$ cat config.mk
export PLATFORM = sky130hd
export DESIGN_NAME = rjit_modsel
export DESIGN_NICKNAME = d
export VERILOG_FILES = /design/src/rtl/rjit_pkg.sv /design/src/rtl/rjit_lfsr.sv /design/src/rtl/rjit_decide.sv /design/src/rtl/rjit_modsel.sv
export SDC_FILE = /design/constraint.sdc
export NUM_CORES = 1
export LEC_CHECK = 0
export BUFFER_PORTS_ARGS = -buffer_cell sky130_fd_sc_hd__buf_2
export CAP_MARGIN = 20
export CORE_MARGIN = 5
export CORE_UTILIZATION = 34
export DETAILED_ROUTE_END_ITERATION = 8
export PLACE_DENSITY = 0.55
export SLEW_MARGIN = 5
export SYNTH_ARGS = -nofsm -noshare
export SYNTH_HDL_FRONTEND = slang
export SYNTH_HIERARCHICAL = 1
export SYNTH_SLANG_ARGS = --single-unit
$ cat constraint.sdc
create_clock -name clk -period 2.2 [get_ports clk]
set_input_delay 0.55 -clock clk [delete_from_list [all_inputs] [get_ports clk]]
set_output_delay 0.55 -clock clk [all_outputs]
set_load 0.03 [all_outputs]
$ cat src/rtl/rjit_pkg.sv
// Shared constants for the random-jitter modulus select controller.
// Assumes the generator width is between 3 and 16 bits; other widths return 0.
package rjit_pkg;

    // Feedback mask of a maximal-length right-shifting Galois register per width.
    function automatic logic [15:0] galois_mask(input int unsigned width);
        case (width)
            3:       return 16'h0006;
            4:       return 16'h000C;
            5:       return 16'h0014;
            6:       return 16'h0030;
            7:       return 16'h0060;
            8:       return 16'h00B8;
            9:       return 16'h0110;
            10:      return 16'h0240;
            11:      return 16'h0500;
            12:      return 16'h0E08;
            13:      return 16'h1C80;
            14:      return 16'h3802;
            15:      return 16'h6000;
            16:      return 16'hB400;
            default: return 16'h0000;
        endcase
    endfunction

endpackage

$ cat src/rtl/rjit_lfsr.sv
// Maximal-length Galois pseudorandom generator.
// Steps once per cycle when adv is high; otherwise holds.
// A zero state, which a correct run never reaches, is replaced by the seed.
// Assumes SEED is non-zero modulo 2^W and 3 <= W <= 16.
module rjit_lfsr #(
    parameter int unsigned W    = 16,
    parameter int unsigned SEED = 16'hACE1
) (
    input  logic         clk,
    input  logic         rst_n,
    input  logic         adv,
    output logic [W-1:0] state,
    output logic [W-1:0] state_nxt
);
    localparam logic [15:0]  MASK16 = rjit_pkg::galois_mask(W);
    localparam logic [W-1:0] MASK   = MASK16[W-1:0];
    localparam logic [W-1:0] SEED_V = W'(SEED);

    // Next draw: one Galois step, or a jump back to the seed from zero.
    always_comb begin
        if (state == '0)
            state_nxt = SEED_V;
        else
            state_nxt = (state >> 1) ^ (state[0] ? MASK : '0);
    end

    // State register: loads the seed on reset and steps only on a draw.
    always_ff @(posedge clk) begin
        if (!rst_n)
            state <= SEED_V;
        else if (adv)
            state <= state_nxt;
    end

    assert_word_nonzero_R3: assert property (@(posedge clk) disable iff (!rst_n)
        state != '0);

    assert_hold_no_draw_R2: assert property (@(posedge clk) disable iff (!rst_n)
        !adv |=> $stable(state));

    assert_moves_on_draw_R2: assert property (@(posedge clk) disable iff (!rst_n)
        adv |=> state != $past(state));

endmodule

$ cat src/rtl/rjit_decide.sv
// Modulus decision register.
// On a draw, it registers whether the newly drawn word is at or below the
// fraction word. When disabled, it forces the N choice.
// Assumes frac is steady in the cycle of a draw.
module rjit_decide #(
    parameter int unsigned W = 16
) (
    input  logic         clk,
    input  logic         rst_n,
    input  logic         en,
    input  logic         draw,
    input  logic [W-1:0] word_new,
    input  logic [W-1:0] frac,
    output logic         sel
);
    logic pick_long;

    // Comparison: the long modulus wins when the word does not exceed the fraction.
    always_comb pick_long = (word_new <= frac);

    // Select register: reset and disable give N; a draw refreshes it; otherwise hold.
    always_ff @(posedge clk) begin
        if (!rst_n)
            sel <= 1'b0;
        else if (!en)
            sel <= 1'b0;
        else if (draw)
            sel <= pick_long;
    end

    assert_off_gives_n_R6: assert property (@(posedge clk) disable iff (!rst_n)
        !en |=> !sel);

    assert_hold_between_R5: assert property (@(posedge clk) disable iff (!rst_n)
        (en && !draw) |=> $stable(sel));

endmodule

$ cat src/rtl/rjit_modsel.sv
// Random-jitter modulus select controller (top).
// For each divider event, it draws a fresh pseudorandom word and registers
// N+1 (mod_sel=1) when the word is at or below frac_word. Otherwise it
// registers N. The block adds no noise shaping.
// Assumes div_strobe is synchronous and one cycle per divider event.
module rjit_modsel #(
    parameter int unsigned W    = 16,
    parameter int unsigned SEED = 16'hACE1
) (
    input  logic         clk,
    input  logic         rst_n,
    input  logic         en,
    input  logic         div_strobe,
    input  logic [W-1:0] frac_word,
    output logic         mod_sel,
    output logic [W-1:0] rand_word
);
    logic         draw;
    logic [W-1:0] word_nxt;

    // A draw happens only on an enabled divider event.
    always_comb draw = en & div_strobe;

    rjit_lfsr #(.W(W), .SEED(SEED)) u_lfsr (
        .clk       (clk),
        .rst_n     (rst_n),
        .adv       (draw),
        .state     (rand_word),
        .state_nxt (word_nxt)
    );

    rjit_decide #(.W(W)) u_decide (
        .clk      (clk),
        .rst_n    (rst_n),
        .en       (en),
        .draw     (draw),
        .word_new (word_nxt),
        .frac     (frac_word),
        .sel      (mod_sel)
    );

    assert_pick_matches_draw_R4: assert property (@(posedge clk) disable iff (!rst_n)
        (en && div_strobe) |=> (mod_sel == (rand_word <= $past(frac_word))));

    assert_off_freezes_word_R6: assert property (@(posedge clk) disable iff (!rst_n)
        !en |=> $stable(rand_word));

endmodule

### Word-level counts from Yosys, hierarchy flattened

Index checks and enable logic that the tools add are counted.

| cells by class | value |
|---|---|
| muxes and demuxes | 2 |
| bitwise logic cells | 2 |
| reduce and logical (&&, ||, !) cells | 2 |
| magnitude comparators | 1 |

Operator list:

| operator | count |
|---|---|
| $mux W16 | 2 |
| $le A16 B16 Y1 | 1 |
| $logic_not A16 Y1 | 1 |
| $xor A15 B16 Y16 | 1 |
| $reduce_and A2 Y1 | 1 |
| $and A1 B1 Y1 | 1 |

| word-level totals | value |
|---|---|
| input bits | 20 |
| output and inout port bits | 17 |
| register bits | 17 |
| word-level logic and storage cells | 9 |

### Logic depth before layout (Yosys ltp)

Gate-level depths: netlist of the first run.

| logic depth | value |
|---|---|
| depth in word-level cells | 4 |
| gate-level depth with buffers | 10 |
| depth with buffers taken out | 9 |

### Cells and area by module

The synthesis of the first run kept the hierarchy.

By module, submodules not included:

| module | seq. area each (sq um) | area each (sq um) | instances | cells an instance |
|---|---|---|---|---|
| rjit_lfsr | 320.3 | 822.0 | 1 | 85 |
| rjit_decide | 20.0 | 447.9 | 1 | 60 |
| rjit_modsel | 0.0 | 6.3 | 1 | 1 |

### Worst setup path after synthesis of the first run

Ideal clock, no wire load.

| path | value |
|---|---|
| path kind | flip-flop to flip-flop |
| from | reg u_lfsr.state[0] |
| to | reg u_decide.sel |
| arrival | 2.349 ns |
| library setup time | 0.092 ns |
| clock period less this slack | 2.441 ns |
| data required time | 2.108 ns |
| setup slack | -0.241 ns |
| path buffers | 1 |
| cell stages (with the launch flop) | 9 |
| path through | dfxtp_1 -> buf_2 -> nor4_2 -> nand4_2 -> or2b_1 -> ha_1 -> a211o_1 -> or4_1 -> o32ai_1 |

| on the way | value |
|---|---|
| word-level cells in the longest chain between the ends | 4 |
| elaborated cells between the ends (all ways) | 5 |
| classes of those cells | 1 x order compare; 2 x mux; 1 x bitwise; 1 x reduce/logical |

Ends and longest elaborated chain:

| item | RTL line | source |
|---|---|---|
| start: declaration | rjit_lfsr.sv:12 | `output logic [W-1:0] state,` |
| start signal: assignment | rjit_lfsr.sv:32 | `state <= state_nxt;` |
| $mux W16 | rjit_lfsr.sv:24 | `state_nxt = (state >> 1) ^ (state[0] ? MASK : '0);` |
| $xor A15 B16 Y16 | rjit_lfsr.sv:24 |  |
| $mux W16 (*) | rjit_lfsr.sv:21 | `if (state == '0)` |
| named net word_nxt[15] | rjit_modsel.sv:19 | `logic [W-1:0] word_nxt;` |
| $le A16 B16 Y1 (*) | rjit_decide.sv:19 | `always_comb pick_long = (word_new <= frac);` |
| end signal: assignment | rjit_decide.sv:28 | `sel <= pick_long;` |
| end: declaration | rjit_decide.sv:14 | `output logic sel` |

Mark *: on every way through the listed nets, which the timed path passes. The rest lies on a longest branch.
A chain may end at the register's enable or synchronous reset.

### Worst setup path after layout of the first run

| path | value |
|---|---|
| from | reg u_lfsr.state[9] |
| to | reg u_decide.sel |

| on the way | value |
|---|---|
| word-level cells in the longest chain between the ends | 3 |
| elaborated cells between the ends (all ways) | 4 |
| classes of those cells | 1 x order compare; 1 x mux; 1 x bitwise; 1 x reduce/logical |

Ends and longest elaborated chain:

| item | RTL line |
|---|---|
| $logic_not A16 Y1 | rjit_lfsr.sv:21 |
| $mux W16 | rjit_lfsr.sv:21 |
| named net word_nxt[15] | rjit_modsel.sv:19 |
| $le A16 B16 Y1 | rjit_decide.sv:19 |

The timed path passes the listed nets, and every way through them passes these cells.

==> results of run 1 <==
==> cells by family after synthesis <==
family,count (synthesis)
AND/OR/NAND/NOR,51
AO/OA/AOI/OAI,21
adder cells (fa/ha/maj),16
XOR/XNOR,3
buffers and inverters,30
flip-flops,17
multiplexers,8
==> stage by stage <==
step	power [mW]	instances	worst slack, ps
after floorplan	0.501	146	-55.5
after global placement	0.582	238	-26.3
after detailed placement	0.589	238	-98.2
after CTS	0.826	242	-26.1
after global routing	0.870	242	-206
final	0.818	242	-33.7
==> routing by layer <==
layer | vias to the layer above | share of wire, % | global-route usage [%]
met1 | 524 | 48 | 19.5
met2 | 29 | 44 | 20.8
met4 | 0 | 1.5 | 5.01
met5 | - | 0 | 0
met3 | 6 | 6.7 | 3.37
li1 | 596 | - | -
==> area by class of cell <==
cell class	instances	area (um^2)
fill	357	1890
tap	48	60.1
clock inverter	1	5.00
multi-input combinational	99	881
timing repair buffer	58	349
inverter	16	60.1
sequential	17	373
clock buffer	3	41.3
==> timing repair <==
action | CTS | global route
endpoints found under the hold margin | 0 | 0
pin swaps | 3 | 0
resized for setup | 2 | 2
setup endpoints to repair | 1 | 1
==> worst max-delay path, delay by kind of cell (launching register included) <==
family / cells / cell delay [ps]
flops: 1 / 350
fa+ha+maj: 1 / 210
simple gates: 4 / 1140
compound gates: 2 / 450
==> state kept, by name, indices dropped and copies added (netlist names) <==
signal        flops
u_lfsr/state     16
u_decide/sel      1
==> power groups by stage <==
stage | Clock, mW | Sequential [mW] | Combinational [mW]
after floorplan | 0 | 0.379 | 0.122
after global placement | 0 | 0.347 | 0.235
after detailed placement | 0 | 0.347 | 0.242
after CTS | 0.241 | 0.340 | 0.245
after global routing | 0.256 | 0.342 | 0.273
final | 0.234 | 0.340 | 0.244
==> cell usage in the layout (no fill, tap or decap) <==
master     n
buf_4     21
nor2_1    10
o211ai_1   2
a21boi_1   1
nand2_1    4
nor4_4     4
inv_1     16
a32oi_1    2
clkinv_2   1
o21ai_0    1
a21boi_0   1
mux2i_1    8
nor2b_1    9
dfxtp_2   11
xnor2_1    2
and3b_1    6
nor2_4     1
dfxtp_1    1
and2_1     2
a22oi_1    6
o32ai_2    1
a211o_1    1
nand4_2    1
ha_4       2
nor3_1     1
buf_2     36
or4_4      1
a21oi_1    5
xor2_1     1
ha_1      14
or2b_1     6
nand2_2    1
a21oi_2    1
dfxtp_4    5
nor4_2     1
clkbuf_8   3
buf_6      1
and4_1     2
nand4_1    2
==> worst max-delay path by stage <==
stage / slack (ps) / startpoint / depth (start not counted) / endpoint
finish: -30 / u_lfsr/state[9] / 7 / u_decide/sel
global route: -210 / u_lfsr/state[12] / 9 / u_decide/sel
CTS: -30 / u_lfsr/state[9] / 7 / u_decide/sel
detailed placement: -100 / u_lfsr/state[8] / 9 / u_decide/sel
global placement: -30 / u_lfsr/state[8] / 7 / u_decide/sel
floorplan: -60 / u_lfsr/state[9] / 8 / u_decide/sel
==> summary.md, run 1 <==
| Metric | Value |
|---|---|
| PwrDens | `between 400 and 500 nW/um^2` |
| WP data arrival | `2400 ps` |
| Grt total ovfl | `0` |
| Core area | `3660 um^2` |
| Row Count | `22` |
| Most common cell in the synthesized netlist | `dfxtp_1` |
| Compound-cell area share of the yosys netlist | `11.4%` |
| Combinational share of power | `between 20% and 30%` |
| Simple-gate share of the synthesized area | `between 20% and 30%` |
| Crit path time final | `between 2000 and 2500 ps` |
| Max Cap Viol | `0` |
| Worst path max stage delay | `480 ps` |
| Dominant cell type by area after synthesis | `dfxtp_1` |
| Post-DP Area | `between 1500 and 2000 um^2` |
| Synthesized area per cell | `approximately 9 um^2` |
| Final TNS setup | `-33.7 ps` |
| Max clock buf depth | `2` |
| R2R Setup Slk | `-30 ps` |
| Final setup vio count | `1` |
| Worst-Skew Late Latency | `250 ps` |
| Final WS setup | `-33.7 ps` |
| Detailed-route DRC error count | `0` |
| Post-synth top cells | `dfxtp_1 (17), ha_1 (16), inv_1 (16), nor2_1 (10), nor2b_1 (9)` |
| Port buffer count | `36` |
| Clock transition at path regs | `70 ps` |
| CTS H-tree lvls | `1` |
| Fmax | `448 MHz` |
| Synth top area cells | `dfxtp_1 (27%), ha_1 (16%), mux2i_1 (6.3%)` |
| Hold_ws | `574 ps` |
| Ys Warns | `6` |
| Syn Nets | `approximately 180` |
| ANT nets after route | `0` |
| Worst Setup Start Kind | `register` |
| Hold depth | `2` |
| Main combinational cell family by area after synthesis | `simple AND/OR/NAND/NOR gates` |
| R2r endpoint | `u_decide/sel` |
| Synth Instances | `146` |
| Reg power frac | `41.6%` |
| Fin crit share | `102%` |
| Leakage | `0.851 nW` |
| Wire length per cell | `between 10 and 15 um` |
| Largest net degree at the start of global routing | `25` |
| Vias per std cell | `4.77` |
| Final Instance Area | `around 1800 um^2` |
| EDFF count, synth | `0` |
| CP endpoint kind | `register` |
| CTS tree | `done` |
| Layout cell share with drive strength beyond 1 | `a little under half` |
| Initial core utilization | `approximately a third` |
| Worst path slowest cell | `or4_4` |
| Hold Crit Start | `u_lfsr/state[14]` |
| Starting DRC count in detailed routing | `23` |
| # Post-CTS Setup Buffers | `0` |
| Die W | `71.3 um` |
| Final Hold Fails | `0` |
| Synth cell types | `34` |
| Vias | `around 1200` |
| Status | `finished with violations` |
| Final nets | `231` |
| Initial antenna violation count | `0` |
| Worst rel slew slack | `80.9%` |
| Syn Std Cell Area | `around 1300 um^2` |
| #FFs+latches synth | `17` |
| Pint | `560 uW` |
| Area of the die | `5080 um^2` |
| Diodes inserted | `0` |
| Reg2reg start | `u_lfsr/state[9]` |
| CTS sink count | `17` |
| Vias in the first global route | `1196` |
| Hold buffer count at CTS | `0` |
| Synthesized-area fraction occupied by adder cells | `15.7%` |
| Least-Margin Pin Slew | `286 ps` |
| Clk_skew | `between 2 and 2.5 ps` |
| Total I/O pin count | `37` |
| Top_reg_cell synth | `dfxtp_1` |
| XOR/XNOR share of the synthesized area | `2.06%` |
| Psw | `259 uW` |
| Critical path peak fanout | `4` |
| CTS buffer count | `3` |
| Die height | `71.3 um` |
| Post-synth top area share | `about a quarter` |
| Hold Crit Class | `reg2reg` |
| Total GRT Usage | `14.0%` |
| Root buffer cell | `clkbuf_8` |
| Clock power share | `28.6%` |
| GP Congestion | `0.819` |
| Post-Route WL | `3.33 mm` |
| RSZ-0062 raised after global routing | `true` |
| Pre-Repair DR Iteration Count | `4` |
| Max-slew violation count | `0` |
| Register area share after synthesis | `26.7%` |
| Crit path cell chain | `nor4_4 > nand4_2 > or2b_1 > ha_4 > a211o_1 > or4_4 > o32ai_2` |
| Hold Path Sink | `u_lfsr/state[14]` |
| Hpwl dp | `around 2.7 mm` |
| Max VDD drop | `0.000373 V` |
| Async set or reset register ratio after synthesis | `0%` |
| Multiplexer share of the synthesized area | `6.27%` |
| Critical path class | `reg2reg` |
| Worst path required time | `2370 ps` |
| Area Overhead vs Synth | `38.6%` |
| Util after Layout | `48.3%` |
| First-pass GRT wire length | `5.64 mm` |
| Failing checks | `setup timing` |
| R2R depth | `7` |
| Net Sw Frac | `about a third` |
No activity file was read; power rests on OpenSTA's default activity.
==> run 2, diff against run 1 <==
--- a/config.mk
+++ b/config.mk
@@ -10,7 +10,6 @@
 export CORE_MARGIN = 5
 export CORE_UTILIZATION = 34
 export DETAILED_ROUTE_END_ITERATION = 8
-export PLACE_DENSITY = 0.55
 export SLEW_MARGIN = 5
 export SYNTH_ARGS = -nofsm -noshare
 export SYNTH_HDL_FRONTEND = slang
==> constraint.sdc (replaced) <==
create_clock -name clk -period 2.2 [get_ports clk]
set_input_delay 0.55 -clock clk [delete_from_list [all_inputs] [get_ports clk]]
set_output_delay 0.55 -clock clk [all_outputs]
set_load 0.05 [all_outputs]
==> summary.md, run 2 (same netlist as run 1, synthesis figures left out) <==
| Metric | Value |
|---|---|
| Hold Crit Class | `reg2reg` |
| Die height | `71.3 um` |
| Detailed-route DRC error count | `0` |
| Wire length per cell | `14.1 um` |
| Post-Route WL | `3.39 mm` |
| Hold Path Sink | `u_lfsr/state[14]` |
| Vias per std cell | `4.81` |
| Worst-Skew Late Latency | `260 ps` |
| Post-DP Area | `between 1500 and 2000 um^2` |
| R2R Setup Slk | `-110 ps` |
| Placed cells | `around 240` |
| Worst path required time | `2380 ps` |
| Leading registers by flop count | `u_lfsr/state (16), u_decide/sel (1)` |
| Final setup vio count | `1` |
| Fmax | `433 MHz` |
| CP endpoint kind | `register` |
| Most frequent cells in the layout | `buf_2 (36), buf_4 (19), inv_1 (16), ha_1 (14), nor2_1 (10)` |
| CTS sink count | `17` |
| Reg2reg start | `u_lfsr/state[12]` |
| Pre-Repair DR Iteration Count | `4` |
| Largest reg by FF count | `u_lfsr/state` |
| Initial antenna violation count | `0` |
| R2r endpoint | `u_decide/sel` |
| Post-Layout Cell Count | `241` |
| Critical path class | `reg2reg` |
| Max clock buf depth | `2` |
| Worst Setup Start Kind | `register` |
| Max-slew violation count | `0` |
| Critical path peak fanout | `5` |
| Layout cell share with drive strength beyond 1 | `47.2%` |
| Clock transition at path regs | `80 ps` |
| Fin crit share | `105%` |
| Grt total ovfl | `0` |
| Max VDD drop | `0.000260 V` |
| Final nets | `230` |
| WP data arrival | `2490 ps` |
| Total GRT Usage | `between 10% and 20%` |
| CTS buffer count | `3` |
| Hold depth | `2` |
| Crit path from | `u_lfsr/state[12]` |
| Final WS setup | `-111 ps` |
| Initial core utilization | `34.9%` |
| Port buffer count | `36` |
| Number of fill cells in the layout | `361` |
| Hold buffer count at CTS | `0` |
| Failing checks | `setup timing` |
| PwrDens | `478 nW/um^2` |
| Area Overhead vs Synth | `40.3%` |
| Least-Margin Pin Slew | `286 ps` |
| Root buffer cell | `clkbuf_8` |
| Final Hold Fails | `0` |
| Worst rel slew slack | `between 80% and 90%` |
| Hold Crit Start | `u_lfsr/state[14]` |
| Largest net degree at the start of global routing | `25` |
| CTS tree | `done` |
| Crit path time final | `between 2000 and 2500 ps` |
| Vias | `1159` |
| First-pass GRT wire length | `5.64 mm` |
| Max reg flops | `16` |
| Row Count | `22` |
| Core area | `3660 um^2` |
| Die W | `71.3 um` |
| R2R depth | `7` |
| Hpwl dp | `between 2 and 3 mm` |
| Starting DRC count in detailed routing | `28` |
| Util after Layout | `48.9%` |
| Leakage | `0.847 nW` |
| Area of the die | `5080 um^2` |
| Final Instance Area | `between 1500 and 2000 um^2` |
| GP Congestion | `about 0.76` |
| Leading cell type in the layout, fill and taps excluded | `buf_2` |
| Max Cap Viol | `0` |
| Status | `finished with violations` |
| RSZ-0062 raised after global routing | `true` |
| Diodes inserted | `0` |
| Clk_skew | `4.06 ps` |
| Vias in the first global route | `1205` |
| Total I/O pin count | `37` |
| ANT nets after route | `0` |
| CTS H-tree lvls | `1` |
-- run 2: layout make-up --
cell class              instances  area, um^2  share of cell area (%)
multi-input cells              99         893                    49.9
flip-flops and latches         17         383                    21.4
repair buffers                 57         345                    19.3
inverters                      16        60.1                    3.35
well taps                      48        60.1                    3.35
clock buffers                   3        41.3                    2.31
clock inverters                 1        7.51                   0.419
-- run 2: worst max-delay path by stage --
stage | cells past startpoint | to | slack (ps)
after floorplan | 8 | u_decide/sel | -80
after global placement | 7 | u_decide/sel | -70
after detailed placement | 8 | u_decide/sel | -170
after CTS | 7 | u_decide/sel | -120
after global routing | 7 | u_decide/sel | -240
final | 7 | u_decide/sel | -110
-- run 2: per-layer routing --
metal | global-route usage, % | up-vias | wire length, um
met5 | 0 | - | 0
met2 | 23.4 | 25 | 1630
met3 | 3.65 | 2 | 182
li1 | - | 597 | -
met4 | 1.88 | 0 | 13
met1 | 17.7 | 535 | 1560
-- run 2: timing repair --
| item | CTS | global route |
|---|---|---|
| endpoints found under the hold margin | 0 | 0 |
| cloned | 0 | 0 |
| resized for setup | 6 | 2 |
| buffers inserted | 2 | 0 |
| pin swaps | 7 | 2 |
| setup endpoints to repair | 1 | 1 |
-- run 2: report_power, final --
part           total (mW)  internal [mW]  leakage [nW]  switching [mW]
clock               0.253          0.128        0.0217           0.125
sequential          0.336          0.319         0.143          0.0176
combinational       0.266          0.110         0.683           0.156
total               0.855          0.556         0.847           0.299
-- run 2: critical path, stage by stage (launching register included) --
cell	delay, ps
dfxtp_4	360
nor4_4	330
nand4_4	170
or2b_1	240
ha_4	220
a211o_1	250
or4_4	480
o32ai_2	200
-- run 2: metrics by stage --
step	setup slack [ps]	hold WS (ps)	TNS [ps]	power [mW]
global route	-244	614	-244	0.898
floorplan	-84.6	600	-84.6	0.522
detailed placement	-168	554	-168	0.605
finish	-111	575	-111	0.855
CTS	-123	568	-123	0.859
global placement	-68.8	550	-68.8	0.599
==> run 3, diff against run 2 <==
--- a/config.mk
+++ b/config.mk
@@ -13,5 +13,4 @@
 export SLEW_MARGIN = 5
 export SYNTH_ARGS = -nofsm -noshare
 export SYNTH_HDL_FRONTEND = slang
-export SYNTH_HIERARCHICAL = 1
 export SYNTH_SLANG_ARGS = --single-unit
==> summary.md, run 3 <==
| Metric | Value |
|---|---|
| Syn Std Cell Area | `roughly 1200 um^2` |
| Leading cell type in the layout, fill and taps excluded | `buf_2` |
| Register area share after synthesis | `29.4%` |
| Placed cells | `240` |
| CP endpoint kind | `register` |
| RSZ-0062 raised after global routing | `true` |
| Synth cell types | `31` |
| Max Cap Viol | `0` |
| EDFF count, synth | `0` |
| Final nets | `236` |
| Setup WS pre-CTS | `-343 ps` |
| Final setup vio count | `1` |
| Root buffer cell | `clkbuf_4` |
| Die height | `68.3 um` |
| Vias per std cell | `between 4 and 5` |
| Leakage | `0.785 nW` |
| Max reg flops | `16` |
| Top_reg_cell synth | `dfxtp_1` |
| Area Overhead vs Synth | `42.5%` |
| Worst Setup Start Kind | `register` |
| R2R depth | `7` |
| Most common cell in the synthesized netlist | `nand2_1` |
| CTS tree | `done` |
| Final Hold Fails | `0` |
| Core area | `3310 um^2` |
| Max clock buf depth | `2` |
| Final WS setup | `-200 ps` |
| CTS buffer count | `3` |
| Hold Path Sink | `u_lfsr.state[6]` |
| Hold Crit Start | `rst_n` |
| Post-synth top cells | `nand2_1 (23), dfxtp_1 (17), ha_1 (16), inv_1 (15), a21oi_1 (13)` |
| Crit path cell chain | `nor4_4 > and4_4 > or2_4 > ha_4 > a211o_1 > or4_4 > o32ai_2` |
| Post-Route WL | `3.35 mm` |
| PwrDens | `roughly 480 nW/um^2` |
| Starting DRC count in detailed routing | `42` |
| Ys Warns | `0` |
| Leading registers by flop count | `u_lfsr.state (16), u_decide.sel (1)` |
| Synthesized area per cell | `7.66 um^2` |
| Compound-cell area share of the yosys netlist | `about 16%` |
| Final TNS setup | `-200 ps` |
| ANT nets after route | `0` |
| Status | `finished with violations` |
| Worst path required time | `2420 ps` |
| Worst-Skew Late Latency | `~300 ps` |
| Wire length per cell | `13.7 um` |
| Worst path max stage delay | `between 500 and 600 ps` |
| Power Total | `a little under 800 uW` |
| Async set or reset register ratio after synthesis | `0%` |
| Hold Crit Class | `in2reg` |
| Die W | `68.3 um` |
| Hold depth | `2` |
| Post-Layout Cell Count | `245` |
| Layout cell share with drive strength beyond 1 | `48.2%` |
| Clk_skew | `11.2 ps` |
| Most frequent cells in the layout | `buf_2 (36), nand2_1 (22), buf_4 (21), inv_1 (15), dfxtp_2 (14)` |
| Number of fill cells in the layout | `349` |
| CTS sink count | `17` |
| XOR/XNOR share of the synthesized area | `under 10%` |
| Worst rel slew slack | `a little under half` |
| Syn Nets | `187` |
| Simple-gate share of the synthesized area | `25.0%` |
| Largest net degree at the start of global routing | `19` |
| Port buffer count | `36` |
| Max-slew violation count | `0` |
| R2r endpoint | `u_decide.sel` |
| Vias | `1193` |
| Area of the die | `4670 um^2` |
| Clock transition at path regs | `110 ps` |
| CTS H-tree lvls | `1` |
| Total I/O pin count | `37` |
| Synth top area cells | `dfxtp_1 (29%), ha_1 (17%), nand2_1 (7.5%)` |
| Diodes inserted | `0` |
| Util after Layout | `roughly 50%` |
| Main combinational cell family by area after synthesis | `simple AND/OR/NAND/NOR gates` |
| Worst path slowest cell | `or4_4` |
| Initial core utilization | `35.0%` |
| Synth Instances | `roughly 150` |
| Multiplexer share of the synthesized area | `0%` |
| Synthesized-area fraction occupied by adder cells | `between 15 and 20%` |
| Fmax | `417 MHz` |
| #FFs+latches synth | `17` |
| Grt total ovfl | `0` |
| Detailed-route DRC error count | `0` |
| GP Congestion | `0.782` |
| Hpwl dp | `2.61 mm` |
| Initial antenna violation count | `0` |
| Max VDD drop | `0.000324 V` |
| Final Instance Area | `1650 um^2` |
| Largest reg by FF count | `u_lfsr.state` |
| Pre-Repair DR Iteration Count | `4` |
| Dominant cell type by area after synthesis | `dfxtp_1` |
| Hold_ws | `529 ps` |
| Least-Margin Pin Slew | `approximately 790 ps` |
| Reg2reg start | `u_lfsr.state[9]` |
| Crit path time final | `between 2000 and 2500 ps` |
| R2R Setup Slk | `-200 ps` |
| Post-synth top area share | `29.4%` |
| Total GRT Usage | `between 15 and 20%` |
| Failing checks | `setup timing` |
| Critical path peak fanout | `5` |
| Critical path class | `reg2reg` |
| Post-DP Area | `around 1500 um^2` |
| Vias in the first global route | `around 1200` |
| Fin crit share | `109%` |
| First-pass GRT wire length | `5.61 mm` |
| Row Count | `21` |
| WP data arrival | `2620 ps` |
[run 3: per-layer routing]
metal  part of all wire [%]  GRT usage, %  up-vias
met3                    4.9          3.12        4
met1                     44          20.6      544
met4                   0.92          4.96        0
met2                     50          27.0       38
li1                       -             -      607
met5                      0             0        -
[run 3: kinds of logic after synthesis]
| logic type | after synthesis |
|---|---|
| AO/OA/AOI/OAI | 28 |
| XOR/XNOR | 3 |
| adder cells (fa/ha/maj) | 16 |
| buffers and inverters | 29 |
| flip-flops | 17 |
| AND/OR/NAND/NOR | 58 |
[run 3: final cells by class]
type	instances	area, um^2	share of cell area (%)
Sequential cell	17	365	22.2
Timing Repair Buffer	57	338	20.5
Multi-Input combinational cell	105	802	48.6
Inverter	16	60.1	3.64
Clock buffer	4	26.3	1.59
Tap cell	46	57.6	3.49
[run 3: worst max-delay path by stage]
| stage | endpoint | slack (ps) | from |
|---|---|---|---|
| final | u_decide.sel | -200 | u_lfsr.state[9] |
| after global routing | u_decide.sel | -290 | u_lfsr.state[9] |
| after floorplan | u_decide.sel | -240 | u_lfsr.state[0] |
| after detailed placement | u_decide.sel | -340 | u_lfsr.state[9] |
| after global placement | u_decide.sel | -190 | u_lfsr.state[9] |
| after CTS | u_decide.sel | -170 | u_lfsr.state[12] |
[run 3: worst max-delay path: cells and delay by family (launching register included)]
| family | cells | cell delay [ps] |
|---|---|---|
| adder cells (fa/ha/maj) | 1 | 200 |
| AND/OR/NAND/NOR | 4 | 1280 |
| AO/OA/AOI/OAI | 2 | 510 |
| flip-flops | 1 | 350 |
[run 3: repair_timing]
action | 4_1_cts | 5_1_grt
hold buffers | 0 | 0
pin swaps | 3 | 10
endpoints found under the setup margin | 1 | 1
setup buffers | 0 | 1
resized for setup | 7 | 7
[run 3: power by group]
part | switching [mW] | leakage, nW | internal, mW | total (mW)
logic | 0.174 | 0.629 | 0.109 | 0.283
registers | 0.0138 | 0.141 | 0.327 | 0.341
clock network | 0.101 | 0.0150 | 0.0706 | 0.172
